`src/rtl/lfsr_meas_pkg.sv`:
```
package lfsr_meas_pkg;

    typedef enum logic [1:0] {
        ST_IDLE   = 2'd0,
        ST_RUN    = 2'd1,
        ST_REPORT = 2'd2
    } meas_state_e;

endpackage

```
`src/rtl/lfsr_meas_step.sv`:
```
// Combinational Galois step for an n-stage register held in N_MAX bits.
module lfsr_meas_step #(
    parameter int N_MAX = 32,
    parameter int LEN_W = $clog2(N_MAX + 1)
) (
    input  logic [N_MAX-1:0] cur,
    input  logic [N_MAX-1:0] poly,
    input  logic [LEN_W-1:0] n_stages,
    output logic [N_MAX-1:0] nxt,
    output logic [N_MAX-1:0] live_mask
);

    logic [N_MAX-1:0] top_sel;
    logic             fb;
    logic [N_MAX-1:0] shifted;

    for (genvar j = 0; j < N_MAX; j++) begin : g_bits
        assign live_mask[j] = (LEN_W'(j) < n_stages);
        assign top_sel[j]   = (n_stages == LEN_W'(j + 1));
    end

    always_comb begin
        fb      = |(cur & top_sel);
        shifted = {cur[N_MAX-2:0], 1'b0};
        nxt     = (shifted ^ ({N_MAX{fb}} & poly)) & live_mask;
    end

endmodule

```
`src/rtl/lfsr_meas_cnt.sv`:
```
// Step counter and full-length reference for the maximal judgement.
module lfsr_meas_cnt #(
    parameter int N_MAX = 32,
    parameter int LEN_W = $clog2(N_MAX + 1),
    parameter int CNT_W = N_MAX + 1
) (
    input  logic             clk,
    input  logic             rst_n,
    input  logic             clr,
    input  logic             inc,
    input  logic [LEN_W-1:0] n_stages,
    output logic [CNT_W-1:0] cnt_next,
    output logic [CNT_W-1:0] full_len
);

    logic [CNT_W-1:0] cnt_q;

    always_ff @(posedge clk) begin
        if (!rst_n) begin
            cnt_q <= '0;
        end else if (clr) begin
            cnt_q <= '0;
        end else if (inc) begin
            cnt_q <= cnt_next;
        end
    end

    always_comb begin
        cnt_next = cnt_q + CNT_W'(1);
        full_len = {CNT_W{1'b1}} >> (CNT_W - {{(CNT_W-LEN_W){1'b0}}, n_stages});
    end

endmodule

```
`src/rtl/lfsr_meas_ctrl.sv`:
```
// IDLE -> RUN on start, RUN -> REPORT on seed match, RUN -> IDLE on abort,
// REPORT -> IDLE always.
module lfsr_meas_ctrl
    import lfsr_meas_pkg::*;
(
    input  logic clk,
    input  logic rst_n,
    input  logic start,
    input  logic abort,
    input  logic hit,
    output logic capture,
    output logic step,
    output logic load_res,
    output logic busy,
    output logic done
);

    meas_state_e st_q, st_d;

    always_ff @(posedge clk) begin
        if (!rst_n) st_q <= ST_IDLE;
        else        st_q <= st_d;
    end

    always_comb begin
        st_d = st_q;
        unique case (st_q)
            ST_IDLE:   if (start) st_d = ST_RUN;
            ST_RUN: begin
                if (abort)    st_d = ST_IDLE;
                else if (hit) st_d = ST_REPORT;
            end
            ST_REPORT: st_d = ST_IDLE;
            default:   st_d = ST_IDLE;
        endcase
    end

    always_comb begin
        capture  = 1'b0;
        step     = 1'b0;
        load_res = 1'b0;
        busy     = 1'b0;
        done     = 1'b0;
        unique case (st_q)
            ST_IDLE:   capture = start;
            ST_RUN: begin
                busy     = 1'b1;
                step     = !abort;
                load_res = !abort && hit;
            end
            ST_REPORT: begin
                busy = 1'b1;
                done = 1'b1;
            end
            default: ;
        endcase
    end

endmodule

```
`src/rtl/lfsr_period_meter.sv`:
```
module lfsr_period_meter #(
    parameter int N_MAX = 32,
    parameter int LEN_W = $clog2(N_MAX + 1),
    parameter int CNT_W = N_MAX + 1
) (
    input  logic             clk,
    input  logic             rst_n,
    input  logic             start,
    input  logic             abort,
    input  logic [N_MAX-1:0] seed,
    input  logic [N_MAX-1:0] poly,
    input  logic [LEN_W-1:0] len,
    output logic             busy,
    output logic             done,
    output logic [CNT_W-1:0] period,
    output logic             is_maximal
);

    logic [LEN_W-1:0] len_eff;
    logic [N_MAX-1:0] in_mask;
    logic [N_MAX-1:0] seed_q, poly_q, lfsr_q;
    logic [LEN_W-1:0] len_q;
    logic [N_MAX-1:0] nxt, live_mask;
    logic [CNT_W-1:0] cnt_next, full_len;
    logic             capture, step, load_res, hit;
    logic [CNT_W-1:0] period_q;
    logic             max_q;

    always_comb begin
        if (len == '0 || len > LEN_W'(N_MAX)) len_eff = LEN_W'(N_MAX);
        else                                  len_eff = len;
        for (int j = 0; j < N_MAX; j++) in_mask[j] = (LEN_W'(j) < len_eff);
    end

    lfsr_meas_step #(.N_MAX(N_MAX), .LEN_W(LEN_W)) u_step (
        .cur(lfsr_q), .poly(poly_q), .n_stages(len_q),
        .nxt(nxt), .live_mask(live_mask)
    );

    assign hit = (nxt == seed_q);

    lfsr_meas_ctrl u_ctrl (
        .clk(clk), .rst_n(rst_n), .start(start), .abort(abort), .hit(hit),
        .capture(capture), .step(step), .load_res(load_res),
        .busy(busy), .done(done)
    );

    lfsr_meas_cnt #(.N_MAX(N_MAX), .LEN_W(LEN_W), .CNT_W(CNT_W)) u_cnt (
        .clk(clk), .rst_n(rst_n), .clr(capture), .inc(step),
        .n_stages(len_q), .cnt_next(cnt_next), .full_len(full_len)
    );

    always_ff @(posedge clk) begin
        if (!rst_n) begin
            seed_q   <= '0;
            poly_q   <= '0;
            len_q    <= LEN_W'(N_MAX);
            lfsr_q   <= '0;
            period_q <= '0;
            max_q    <= 1'b0;
        end else if (capture) begin
            seed_q   <= seed & in_mask;
            poly_q   <= poly;
            len_q    <= len_eff;
            lfsr_q   <= seed & in_mask;
            period_q <= '0;
            max_q    <= 1'b0;
        end else begin
            if (step) lfsr_q <= nxt;
            if (load_res) begin
                period_q <= cnt_next;
                max_q    <= (cnt_next == full_len);
            end
        end
    end

    assign period     = period_q;
    assign is_maximal = max_q;

endmodule

```
`config.mk`:
```
export PLATFORM = sky130hd
export DESIGN_NAME = lfsr_period_meter
export DESIGN_NICKNAME = d
export VERILOG_FILES = /design/src/rtl/lfsr_meas_pkg.sv /design/src/rtl/lfsr_meas_step.sv /design/src/rtl/lfsr_meas_cnt.sv /design/src/rtl/lfsr_meas_ctrl.sv /design/src/rtl/lfsr_period_meter.sv
export SDC_FILE = /design/constraint.sdc
export NUM_CORES = 1
export LEC_CHECK = 0
export CAP_MARGIN = 20
export CORE_MARGIN = 8
export CORE_UTILIZATION = 25
export DETAILED_ROUTE_END_ITERATION = 8
export PLACE_DENSITY_LB_ADDON = 0.3
export SLEW_MARGIN = 0
export SYNTH_ARGS = -nofsm -noshare
export SYNTH_HDL_FRONTEND = slang
export SYNTH_SLANG_ARGS = --single-unit
```
`constraint.sdc`:
```
create_clock -name clk -period 3.9 [get_ports clk]
set_input_delay 0.585 -clock clk [delete_from_list [all_inputs] [get_ports clk]]
set_output_delay 0.585 -clock clk [all_outputs]
set_load 0.02 [all_outputs]
```
==> results.sh <==
export IMPL_vias=14270
export IMPL_clk_latency_ps=480
export IMPL_cts_sinks=171
export IMPL_p_seq_share_pct=35.4
export IMPL_multi_input_area_um2=8369
export IMPL_ios=110
export IMPL_die_h_um=234.9
export IMPL_final_cells=2601
export IMPL_io_buffers=109
export IMPL_hold_path_cell_count=2
export IMPL_drv_slew=0
export IMPL_fill_cells=5043
export IMPL_overflow=0
export IMPL_synth_compound_area_share_pct=26.04
export IMPL_num_nets_final=2054
export IMPL_rsz0062_at_grt="yes"
export IMPL_first_pass_iters=6
export IMPL_n_antenna_cell=0
export IMPL_syn_to_final_growth_pct=43.63
export IMPL_via_per_inst=5.487
export IMPL_wl_per_cell_um=25.21
export IMPL_avgSynthCellArea_um2=7.267
export IMPL_dominantRegCellSynth="dfxtp_1"
export IMPL_std_cell_rows=80
export IMPL_skew_ps=15.61
export IMPL_fin_crit_sh_pct=108.1
export IMPL_gp_congestion=0.9923
export IMPL_power_switching_mw=1.934
export IMPL_clock_fmax_mhz=237.1
export IMPL_synth_area_mux_share_pct=3.404
export IMPL_cts_clk_slew_worst_paths_ps=70
export IMPL_synth_top_family_by_area="simple AND/OR/NAND/NOR gates"
export IMPL_path_cells="buf_12, buf_4, a31oi_1, nor4b_1, a211oi_1, o2111a_1, a41oi_1, and4b_1, o2111a_1, nand4_1, or4b_4, buf_12, clkbuf_16, mux2i_1, nor2_1"
export IMPL_design_core_area_um2=47550
export IMPL_ys_seq_area_share_pct=28.57
export IMPL_netlist_top_cells_count="nand2_1, dfxtp_1, nor2_1"
export IMPL_synth_most_common_cell="nand2_1"
export IMPL_post_synth_num_cell_types=84
export IMPL_cts_tree="yes"
export IMPL_final_util_pct=36.20
export IMPL_ys_top_cells_by_area="dfxtp_1, nand2_1, a21oi_1"
export IMPL_cp_end_kind="flip-flop"
export IMPL_die_area_um2=55190
export IMPL_final_seq_area_um2=3446
export IMPL_post_route_cell_area_um2=17210
export IMPL_slew_headroom_pct=35.87
export IMPL_place_inst=2522
export IMPL_numCtsBuffers=17
export IMPL_final_setup_worst_slack_ps=-317.5
export IMPL_synth_simple_area_share_pct=28.37
export IMPL_finalSetupViolCount=34
export IMPL_critical_path_max_fanout=11
export IMPL_ant_nets=0
export IMPL_placed_cell_area_um2=15500
export IMPL_hpwl_um=51190
export IMPL_vdd_drop_max_mv=0.2568
export IMPL_grt_start_max_net_pins=67
export IMPL_start_util_pct=25.20
export IMPL_drive_above_1_share_pct=23.51
export IMPL_clockPowerShare_pct=32.7
export IMPL_worst_slew_pin_slew_ps=948.6
export IMPL_drt_iter0_markers=1328
export IMPL_cp_data_required_time_ps=4230
export IMPL_p_leak_nw=6.580
export IMPL_r2r_start="len_q[4]$_SDFFE_PN0P_"
export IMPL_root_buffer="clkbuf_16"
export IMPL_grt_use_total_pct=22.51
export IMPL_pwr_share_comb_pct=31.8
export IMPL_cp_arrival_ps=4550
export IMPL_setup_tns_ps=-9093
export IMPL_cap_violations=0
export IMPL_place_ws_ps=-832.4
export IMPL_antenna_found_initial=1
export IMPL_htreeDepth=4
export IMPL_fin_crit_ps=4217
export IMPL_synth_fp_nets=1730
export IMPL_cpMaxStageDelayCell="or4b_4"
export IMPL_grt_pass1_wl_um=93090
export IMPL_synthCells=1649
export IMPL_powerDensity_nw_per_um2=319.3
export IMPL_yosysTopAreaCell="dfxtp_1"
export IMPL_min_delay_start="poly_q[12]$_SDFFE_PN0P_"
export IMPL_ys_seq_elements=171
export IMPL_async_reset_ff_share_pct=0
export IMPL_yosys_area_top_type_share_pct=28.57
export IMPL_clock_path_buffers=2
export IMPL_crit_start="len_q[4]$_SDFFE_PN0P_"
export IMPL_crit_path_max_incr_delay_ps=640
export IMPL_cp_start_kind="flip-flop"
export IMPL_hp_class="reg2reg"
export IMPL_postRouteWirelength_um=65570
export IMPL_sw_frac_of_total_pct=35.20
export IMPL_hold_violations=0
export IMPL_synth_edf_count=0
export IMPL_yosys_warnings=0
export IMPL_first_global_vias=13450
export IMPL_path_class="reg2reg"
export IMPL_drcViolationCount=0
export IMPL_violations="negative setup slack"
export IMPL_synth_adder_area_share_pct=0.7309
export IMPL_fp_dieW_um=234.9
export IMPL_synth_xor_area_share_pct=7.309
export IMPL_synth_area_um2=11980
export IMPL_status="finished with violations"
export IMPL_p_int_mw=3.562
export IMPL_reg2regPathDepth=15
## cell families (layout without fill, tap and decap cells)
logic type | Yosys count | after routing
AOI/OAI and AO/OA | 489 | 489
xor gates and xnor gates | 100 | 100
adders and majority gates | 7 | 7
buffers and inverters | 157 | 494
DFF | 171 | 171
muxes | 38 | 38
and+or+nand+nor | 687 | 687
## per-stage QoR
| step | hold WS, ps | power (mW) |
|---|---|---|
| after floorplan | 436.3 | 2.718 |
| after global placement | 445.4 | 3.587 |
| after detailed placement | 450.3 | 3.577 |
| after CTS | 460.5 | 5.422 |
| after global routing | 471.3 | 5.691 |
| final | 463.2 | 5.496 |
## registers in the layout, summed over array words and instances (netlist names)
signal       count
is_maximal       1
len_q            6
lfsr_q          32
period          33
poly_q          32
seed_q          32
u_cnt.cnt_q     33
u_ctrl.st_q      2
## final timing paths
check	to	slack (ps)
max	period[10]$_SDFFE_PP0P_	-320
max reg2reg	period[10]$_SDFFE_PP0P_	-320
min	poly_q[12]$_SDFFE_PN0P_	460
min reg2reg	poly_q[12]$_SDFFE_PN0P_	460
## cells in the final DEF (no fill, tap or decap), drive strengths merged, types with 21 or more instances in the layout
| master | Yosys | final |
|---|---|---|
| dfxtp | 171 | 171 |
| nand4 | 25 | 25 |
| clkbuf | 89 | 24 |
| xnor2 | 54 | 54 |
| o21ai | 144 | 144 |
| nor2b | 24 | 24 |
| nand2 | 207 | 207 |
| nor3 | 39 | 39 |
| inv | 28 | 31 |
| or3 | 21 | 21 |
| buf | 40 | 322 |
| a21oi | 148 | 148 |
| xor2 | 46 | 46 |
| nand2b | 31 | 31 |
| nor2 | 171 | 171 |
| clkdlybuf4s50 | 0 | 109 |
| o211ai | 28 | 28 |
| mux2i | 31 | 31 |
| nand3 | 54 | 54 |
## worst max-delay path, delay by kind of cell (launching register included)
family	cells	cell delay, ps
muxes	1	140
buffers and inverters	4	700
DFF	1	400
and+or+nand+nor	5	1270
AOI/OAI and AO/OA	5	1530
## area by class of cell
type	instances	area share [%]
tap	615	4.471
sequential	171	20.02
timing repair buffer	434	22.76
clock buffer	21	2.734
clock inverter	11	0.7634
inverter	28	0.6252
multi-input combinational	1321	48.63
## layer usage
layer / global-route usage (%) / vias up / share of wire [%] / routed length [µm]
li1: - / 6624 / - / -
met5: 0 / - / 0 / 0
met1: 28.11 / 6886 / 42 / 27300
met3: 3.441 / 151 / 6.4 / 4218
met2: 37.86 / 611 / 47 / 30630
met4: 10.26 / 0 / 5.2 / 3428
## timing repair
item	CTS	global route
buffers inserted	11	35
resized for setup	55	103
hold buffers	0	0
pin swaps	23	55
setup endpoints to repair	36	36
cloned	5	3
## power by group through the flow
| stage | Clock, mW | Combinational, mW | Sequential (mW) |
|---|---|---|---|
| after floorplan | 0 | 0.790 | 1.93 |
| after global placement | 0 | 1.61 | 1.98 |
| after detailed placement | 0 | 1.60 | 1.98 |
| after CTS | 1.85 | 1.64 | 1.94 |
| after global routing | 1.90 | 1.84 | 1.95 |
| final | 1.80 | 1.75 | 1.95 |
No activity file was read; power rests on OpenSTA's default activity.
